`src/rtl/peq_pkg.sv`:
```
`timescale 1ns/1ps
package peq_pkg;
  localparam int FLD_W   = 3;
  localparam int NCOEF   = 5;
  localparam logic [FLD_W-1:0] FLD_GAIN = 3'd5;

  typedef enum logic [2:0] {
    M_HOLD, M_BLOAD, M_BACC, M_SACC, M_SADD, M_SCLR
  } mac_op_e;

  typedef enum logic [1:0] {
    S_IDLE, S_FILT, S_PASS, S_OUT
  } seq_st_e;
endpackage

```
`src/rtl/peq_coef_bank.sv`:
```
`timescale 1ns/1ps
module peq_coef_bank #(
  parameter int NBANDS = 10,
  parameter int SW     = 24,
  parameter int BW     = 4
) (
  input  logic                 clk,
  input  logic                 rst,
  input  logic                 we,
  input  logic [BW-1:0]        wband,
  input  logic [2:0]           wfield,
  input  logic signed [SW-1:0] wdata,
  input  logic [BW-1:0]        rd_band,
  input  logic [2:0]           rd_field,
  output logic signed [SW-1:0] rd_coef,
  output logic signed [SW-1:0] rd_gain
);
  import peq_pkg::*;

  logic signed [SW-1:0] coef_mem [NBANDS][NCOEF];
  logic signed [SW-1:0] gain_r   [NBANDS];
  logic band_ok;

  assign band_ok = (wband < BW'(NBANDS));

  // coefficient memory: no reset, write-only port plus async read
  always_ff @(posedge clk) begin
    if (we && band_ok && (wfield < 3'(NCOEF)))
      coef_mem[wband][wfield] <= wdata;
  end

  always_ff @(posedge clk) begin
    if (rst) begin
      for (int i = 0; i < NBANDS; i++) gain_r[i] <= '0;
    end else if (we && band_ok && (wfield == FLD_GAIN)) begin
      gain_r[wband] <= wdata;
    end
  end

  assign rd_coef = coef_mem[rd_band][rd_field];
  assign rd_gain = gain_r[rd_band];
endmodule

```
`src/rtl/peq_state_bank.sv`:
```
`timescale 1ns/1ps
module peq_state_bank #(
  parameter int NBANDS = 10,
  parameter int SW     = 24,
  parameter int BW     = 4
) (
  input  logic                 clk,
  input  logic                 rst,
  input  logic                 commit,
  input  logic signed [SW-1:0] x_in,
  input  logic                 ywr_en,
  input  logic [BW-1:0]        ywr_band,
  input  logic signed [SW-1:0] ywr_val,
  input  logic [BW-1:0]        rd_band,
  output logic signed [SW-1:0] rd_x1,
  output logic signed [SW-1:0] rd_x2,
  output logic signed [SW-1:0] rd_y1,
  output logic signed [SW-1:0] rd_y2
);
  logic signed [SW-1:0] x1_r [NBANDS];
  logic signed [SW-1:0] x2_r [NBANDS];
  logic signed [SW-1:0] y1_r [NBANDS];
  logic signed [SW-1:0] y2_r [NBANDS];
  logic signed [SW-1:0] yn_r [NBANDS];

  always_ff @(posedge clk) begin
    if (rst) begin
      for (int i = 0; i < NBANDS; i++) begin
        x1_r[i] <= '0; x2_r[i] <= '0;
        y1_r[i] <= '0; y2_r[i] <= '0;
        yn_r[i] <= '0;
      end
    end else begin
      for (int i = 0; i < NBANDS; i++) begin
        if (ywr_en && (ywr_band == BW'(i))) yn_r[i] <= ywr_val;
        if (commit) begin
          x2_r[i] <= x1_r[i];
          x1_r[i] <= x_in;
          y2_r[i] <= y1_r[i];
          y1_r[i] <= yn_r[i];
        end
      end
    end
  end

  assign rd_x1 = x1_r[rd_band];
  assign rd_x2 = x2_r[rd_band];
  assign rd_y1 = y1_r[rd_band];
  assign rd_y2 = y2_r[rd_band];
endmodule

```
`src/rtl/peq_mac.sv`:
```
`timescale 1ns/1ps
module peq_mac #(
  parameter int SW    = 24,
  parameter int GUARD = 8,
  localparam int PW   = 2*SW,
  localparam int AW   = PW + GUARD
) (
  input  logic                 clk,
  input  logic                 rst,
  input  peq_pkg::mac_op_e     op,
  input  logic signed [SW-1:0] op_a,
  input  logic signed [SW-1:0] op_b,
  input  logic                 dbl,
  input  logic signed [AW-1:0] sadd,
  output logic signed [SW-1:0] band_sat,
  output logic signed [SW-1:0] sum_sat
);
  import peq_pkg::*;

  localparam logic signed [AW-1:0] HI = $signed((AW'(1) <<< (SW-1)) - AW'(1));
  localparam logic signed [AW-1:0] LO = $signed(-HI - AW'(1));

  logic signed [PW-1:0] prod;
  logic signed [AW-1:0] term;
  logic signed [AW-1:0] acc_b, acc_s;

  function automatic logic signed [SW-1:0] clamp_q(input logic signed [AW-1:0] v);
    logic signed [AW-1:0] s;
    s = v >>> (SW-1);
    if (s > HI)      return HI[SW-1:0];
    else if (s < LO) return LO[SW-1:0];
    else             return s[SW-1:0];
  endfunction

  assign prod = op_a * op_b;
  assign term = dbl ? (AW'(prod) <<< 1) : AW'(prod);

  always_ff @(posedge clk) begin
    if (rst) begin
      acc_b <= '0;
      acc_s <= '0;
    end else begin
      case (op)
        M_BLOAD: acc_b <= term;
        M_BACC:  acc_b <= acc_b + term;
        M_SACC:  acc_s <= acc_s + term;
        M_SADD:  acc_s <= acc_s + sadd;
        M_SCLR:  acc_s <= '0;
        default: ;
      endcase
    end
  end

  assign band_sat = clamp_q(acc_b);
  assign sum_sat  = clamp_q(acc_s);
endmodule

```
`src/rtl/peq_top.sv`:
```
`timescale 1ns/1ps
module peq_top #(
  parameter int NBANDS = 10,
  parameter int SW     = 24,
  parameter int GUARD  = 8,
  localparam int BW    = $clog2(NBANDS + 1),
  localparam int ADRW  = BW + 3,
  localparam int AW    = 2*SW + GUARD
) (
  input  logic                 clk,
  input  logic                 rst,
  input  logic                 in_valid,
  input  logic signed [SW-1:0] in_data,
  input  logic                 cfg_we,
  input  logic [ADRW-1:0]      cfg_addr,
  input  logic signed [SW-1:0] cfg_data,
  output logic                 out_valid,
  output logic signed [SW-1:0] out_data,
  output logic                 busy
);
  import peq_pkg::*;

  seq_st_e              st;
  logic [BW-1:0]        band;
  logic [2:0]           phase;
  logic signed [SW-1:0] x_cur;

  logic signed [SW-1:0] coef, gain, x1, x2, y1, y2;
  logic signed [SW-1:0] band_sat, sum_sat;
  logic signed [SW-1:0] op_a, op_b;
  logic signed [AW-1:0] pass_term;
  mac_op_e              op;
  logic                 dbl, last_ph;

  assign busy    = (st != S_IDLE);
  assign last_ph = (phase == 3'(NCOEF));

  always_ff @(posedge clk) begin
    if (rst) begin
      st        <= S_IDLE;
      band      <= '0;
      phase     <= '0;
      x_cur     <= '0;
      out_valid <= 1'b0;
      out_data  <= '0;
    end else begin
      out_valid <= 1'b0;
      case (st)
        S_IDLE: if (in_valid) begin
          x_cur <= in_data;
          band  <= '0;
          phase <= '0;
          st    <= S_FILT;
        end
        S_FILT: if (last_ph) begin
          phase <= '0;
          if (band == BW'(NBANDS-1)) st <= S_PASS;
          else                       band <= band + 1'b1;
        end else begin
          phase <= phase + 1'b1;
        end
        S_PASS: st <= S_OUT;
        default: begin
          out_valid <= 1'b1;
          out_data  <= sum_sat;
          st        <= S_IDLE;
        end
      endcase
    end
  end

  // operand selection and MAC command for the current step
  always_comb begin
    op   = M_HOLD;
    dbl  = 1'b0;
    op_a = coef;
    op_b = x_cur;
    case (phase)
      3'd1:    op_b = x1;
      3'd2:    op_b = x2;
      3'd3:    begin op_b = y1; dbl = 1'b1; end
      3'd4:    begin op_b = y2; dbl = 1'b1; end
      3'd5:    begin op_a = gain; op_b = band_sat; end
      default: op_b = x_cur;
    endcase
    case (st)
      S_IDLE: if (in_valid) op = M_SCLR;
      S_FILT: op = last_ph ? M_SACC : ((phase == 3'd0) ? M_BLOAD : M_BACC);
      S_PASS: op = M_SADD;
      default: op = M_HOLD;
    endcase
  end

  assign pass_term = (AW'(x_cur) >>> 2) <<< (SW-1);

  peq_coef_bank #(.NBANDS(NBANDS), .SW(SW), .BW(BW)) u_coef (
    .clk(clk), .rst(rst), .we(cfg_we),
    .wband(cfg_addr[ADRW-1:3]), .wfield(cfg_addr[2:0]), .wdata(cfg_data),
    .rd_band(band), .rd_field(phase), .rd_coef(coef), .rd_gain(gain)
  );

  peq_state_bank #(.NBANDS(NBANDS), .SW(SW), .BW(BW)) u_state (
    .clk(clk), .rst(rst), .commit(st == S_PASS), .x_in(x_cur),
    .ywr_en((st == S_FILT) && last_ph), .ywr_band(band), .ywr_val(band_sat),
    .rd_band(band), .rd_x1(x1), .rd_x2(x2), .rd_y1(y1), .rd_y2(y2)
  );

  peq_mac #(.SW(SW), .GUARD(GUARD)) u_mac (
    .clk(clk), .rst(rst), .op(op), .op_a(op_a), .op_b(op_b), .dbl(dbl),
    .sadd(pass_term), .band_sat(band_sat), .sum_sat(sum_sat)
  );
endmodule

```
`config.mk`:
```
export PLATFORM = sky130hd
export DESIGN_NAME = peq_top
export DESIGN_NICKNAME = d
export VERILOG_FILES = /design/src/rtl/peq_pkg.sv /design/src/rtl/peq_coef_bank.sv /design/src/rtl/peq_state_bank.sv /design/src/rtl/peq_mac.sv /design/src/rtl/peq_top.sv
export SDC_FILE = /design/constraint.sdc
export NUM_CORES = 2
export LEC_CHECK = 0
export BUFFER_PORTS_ARGS = -buffer_cell sky130_fd_sc_hd__clkbuf_2
export CORE_MARGIN = 10
export CORE_UTILIZATION = 60
export CTS_CLUSTER_DIAMETER = 60
export CTS_CLUSTER_SIZE = 8
export DETAILED_ROUTE_END_ITERATION = 12
export MAX_ROUTING_LAYER = met4
export PLACE_DENSITY_LB_ADDON = 0.15
export SLEW_MARGIN = 0
export SYNTH_ARGS = -nofsm -noshare
export SYNTH_HDL_FRONTEND = slang
export SYNTH_HIERARCHICAL = 1
export SYNTH_SLANG_ARGS = --single-unit
```
`constraint.sdc`:
```
create_clock -name clk -period 17.3 [get_ports clk]
set_input_delay 3.46 -clock clk [delete_from_list [all_inputs] [get_ports clk]]
set_output_delay 3.46 -clock clk [all_outputs]
set_load 0.01 [all_outputs]
```
==> results by group <==
GRT
  – Initial antenna violation count: 6
  – Global-route wire length before repair: 520 mm
  – Sum of overflow across all layers after global routing: 0
  – Number of global-route vias before repair: 82.7k
  – Global-route usage over all layers: 0.298
  – Maximum number of pins on one net before global-route repair: 296

Clock network
  – Cells resized by post-CTS repair: 0
  – Hold-fix buffers, CTS: 0
  – Number of buffers added by the clock tree synthesis step: 371
  – Clock latency on the worst-skew pair: 0.98 ns
  – Num Clock Sinks: 2522
  – Worst-path clk slew: 0.05 ns
  – Cell at the root of the clock tree: sky130_fd_sc_hd__clkbuf_16
  – H-tree Lvls: 5
  – Post-CTS setup buffer count: 0
  – Clock tree buffer depth: 4
  – Clock tree from TritonCTS: yes

Logic synthesis
  – EDFF count, synth: 2352
  – Mean post-synth cell area: 13.7 um2
  – Dominant cell type by area after synthesis: sky130_fd_sc_hd__edfxtp_1
  – Sequential area share after synthesis: 0.563
  – Yosys warnings: 6
  – Most used standard cell by instance count after synthesis: sky130_fd_sc_hd__edfxtp_1
  – Commonest register cell after synthesis: sky130_fd_sc_hd__edfxtp_1
  – Synth top area share: 0.537
  – Async S/R FF share, synth: 0
  – Post-Syn Area: 131000 um2
  – Biggest area contributors in the synthesized netlist: sky130_fd_sc_hd__edfxtp_1 (54%), sky130_fd_sc_hd__fa_1 (9.3%), sky130_fd_sc_hd__mux4_2 (5.9%), sky130_fd_sc_hd__and2_1 (5.2%), sky130_fd_sc_hd__dfxtp_1 (2.6%)
  – Top cells by instance count after synthesis: sky130_fd_sc_hd__edfxtp_1 (2352), sky130_fd_sc_hd__and2_1 (1102), sky130_fd_sc_hd__inv_1 (668), sky130_fd_sc_hd__nand2_1 (645), sky130_fd_sc_hd__fa_1 (609)
  – Synth cell types: 106
  – Synthesis-stage register bit count: 2522
  – Number of instances in the synthesized netlist: 9602

Setup path
  – CP dominant cell by count: sky130_fd_sc_hd__fa_1
  – Endpoint arrival time on the critical path: 14.88 ns
  – Depth of the critical timing path with buffers and inverters included: 39
  – Worst reg2reg endpoint: u_mac/acc_b[55]
  – Length in cells of the worst reg-to-reg path: 39
  – Buf/Inv on CP: 5
  – Critical path origin: band[0]
  – Highest net fanout along the worst path: 57
  – Setup slack of the worst register-to-register path: 3.17 ns
  – Critical path destination: u_mac/acc_b[55]
  – Largest incremental delay on the critical path: 0.94 ns
  – CP required: 18.05 ns
  – Launching point of the worst reg2reg path: band[0]
  – Kind of critical path: flip-flop to flip-flop
  – Critical Path Sink Type: flip-flop
  – Slowest CP cell: sky130_fd_sc_hd__dfxtp_4
  – Delay-heaviest family, CP: adder cells
  – CP startpoint kind: flip-flop

Place
  – Number of port buffers: 84
  – Number of cells after detailed placement: 12.3k
  – Global placer's final weighted congestion: 0.927
  – Detail Placement HPWL: 215 mm

Timing
  – Worst slew margin relative to its limit: 0.0623
  – Maximum operating frequency: 0.0708 GHz
  – Count of pins over their slew limit: 0
  – Final Hold Viols: 0
  – Minimum period implied by the final worst setup slack: 14.13 ns
  – Setup-failing EPs final: 0
  – Slew at the pin with the worst max-slew slack: 1.40 ns
  – Part of the cycle the worst path needs: 0.817
  – Setup clock skew after layout: 0.132 ns
  – Setup TNS: 0 ns
  – Unrepaired setup endpoints after global routing: no

Status
  – Status: complete, no violations

Floorplanning
  – Cell row count: 171
  – Die Wd: 488 um
  – Boundary Pins: 85
  – Die span in y: 488 um
  – Starting density of the core: 0.604
  – Floorplan die area: 238000 um2
  – Core box area: 218000 um2

Drt
  – Vias per cell: 6.29
  – Number of violations reported at the end of detailed-routing iteration 0: 8077
  – Number of DRC violations after detailed routing: 0
  – Pre-Repair DR Iteration Count: 6
  – Vias: 80.3k
  – Average routed wire per standard cell: 27.2 um
  – Routed wire length: 347 mm
  – Remaining antenna violation count after routing: 0

Final layout
  – Layout overhead on the synthesized area: 11.1%
  – Net count reported at finish: 10.8k
  – Share of post-route cells with drive strength above 1: 0.150
  – Finished Layout Cells: 12.8k
  – Fillers: 15.1k

Job
  – Number of maximum-capacitance constraint violations: 0

Hold path
  – Worst min-delay path class: flip-flop to flip-flop
  – HP Start: u_mac/acc_s[19]
==> worst reg2reg max path: cells and delay by family (launching register included) <==
| family | cells | cell delay, ns |
|---|---|---|
| buffers and inverters | 5 | 1.93 |
| AOI/OAI and AO/OA | 14 | 3.64 |
| xor gates and xnor gates | 2 | 0.46 |
| DFF | 1 | 0.94 |
| and+or+nand+nor | 8 | 1.59 |
| muxes | 1 | 0.60 |
| adders and majority gates | 9 | 4.80 |
==> state kept, by name, summed over array words and instances (netlist names) <==
signal,count
u_state/yn_r,240
out_valid,1
u_state/y1_r,240
out_data,24
u_mac/acc_b,56
u_coef/gain_r,384
u_state/x1_r,24
u_state/x2_r,24
phase,3
x_cur,24
band,4
u_mac/acc_s,56
u_state/y2_r,240
st,2
u_coef/coef_mem,1200
==> logic make-up after synthesis <==
logic type | synth area share
other | 0.0000571
buffers and inverters | 0.0383
AO/OA/AOI/OAI | 0.0684
multiplexers | 0.101
flip-flops | 0.563
AND/OR/NAND/NOR | 0.103
adder cells (fa/ha/maj) | 0.117
XOR/XNOR | 0.00940
==> stage by stage <==
step / hold WS (ns) / instance area, um2 / utilization / setup slack, ns
final: 0.478 / 146000 / 0.671 / 3.17
after floorplan: 0.432 / 132000 / - / 5.80
after global routing: 0.494 / 146000 / 0.671 / 2.31
after global placement: 0.443 / 136000 / 0.625 / 3.57
after detailed placement: 0.468 / 136000 / 0.625 / 3.35
after CTS: 0.474 / 146000 / 0.671 / 3.28
==> worst min path at each step <==
| stage | cells past startpoint | slack, ns | to |
|---|---|---|---|
| 6_report | 2 | 0.48 | u_mac/acc_s[19] |
| 5_1_grt | 1 | 0.49 | u_state/y1_r[2][14] |
| 4_1_cts | 1 | 0.47 | u_state/y1_r[9][1] |
| 3_5_place_dp | 2 | 0.47 | u_mac/acc_s[19] |
| 3_3_place_gp | 2 | 0.44 | u_mac/acc_s[19] |
| 2_1_floorplan | 2 | 0.43 | u_mac/acc_s[19] |
==> placed cells by master, fill, tap and decap left out, types with 83 or more instances in the layout <==
cell type                      n
sky130_fd_sc_hd__a21oi_1     307
sky130_fd_sc_hd__a21o_1      150
sky130_fd_sc_hd__clkbuf_16   379
sky130_fd_sc_hd__nor2_1      504
sky130_fd_sc_hd__and2_1     1102
sky130_fd_sc_hd__mux2_2      229
sky130_fd_sc_hd__inv_1       668
sky130_fd_sc_hd__fa_1        609
sky130_fd_sc_hd__edfxtp_1   2352
sky130_fd_sc_hd__conb_1      167
sky130_fd_sc_hd__dfxtp_1     163
sky130_fd_sc_hd__nand2_1     644
sky130_fd_sc_hd__o21ai_0     131
sky130_fd_sc_hd__ha_1        252
sky130_fd_sc_hd__clkbuf_2     83
sky130_fd_sc_hd__buf_4       221
sky130_fd_sc_hd__mux4_2      346
sky130_fd_sc_hd__mux2i_1     254
sky130_fd_sc_hd__a22oi_1      90
==> layer usage <==
| metal | GRT usage | part of all wire | vias to the layer above |
|---|---|---|---|
| met5 | - | 0 | - |
| met2 | 0.464 | 0.47 | 3966 |
| met4 | 0.121 | 0.048 | 0 |
| met3 | 0.0499 | 0.085 | 820 |
| met1 | 0.394 | 0.39 | 40796 |
| li1 | - | - | 34711 |
==> layout make-up <==
class | instances | area (um2) | area share
multi-input combinational | 5969 | 53600 | 0.367
clock buffer | 414 | 9640 | 0.0660
antenna | 5 | 12.5 | 0.0000857
inverter | 672 | 2520 | 0.0173
tap | 2854 | 3570 | 0.0245
timing repair buffer | 315 | 2290 | 0.0157
sequential | 2522 | 74100 | 0.507
clock inverter | 19 | 253 | 0.00173
Power is left out: the tool's default activity adds up to more than one toggle a clock period on the data nets, which glitch-free logic cannot reach.
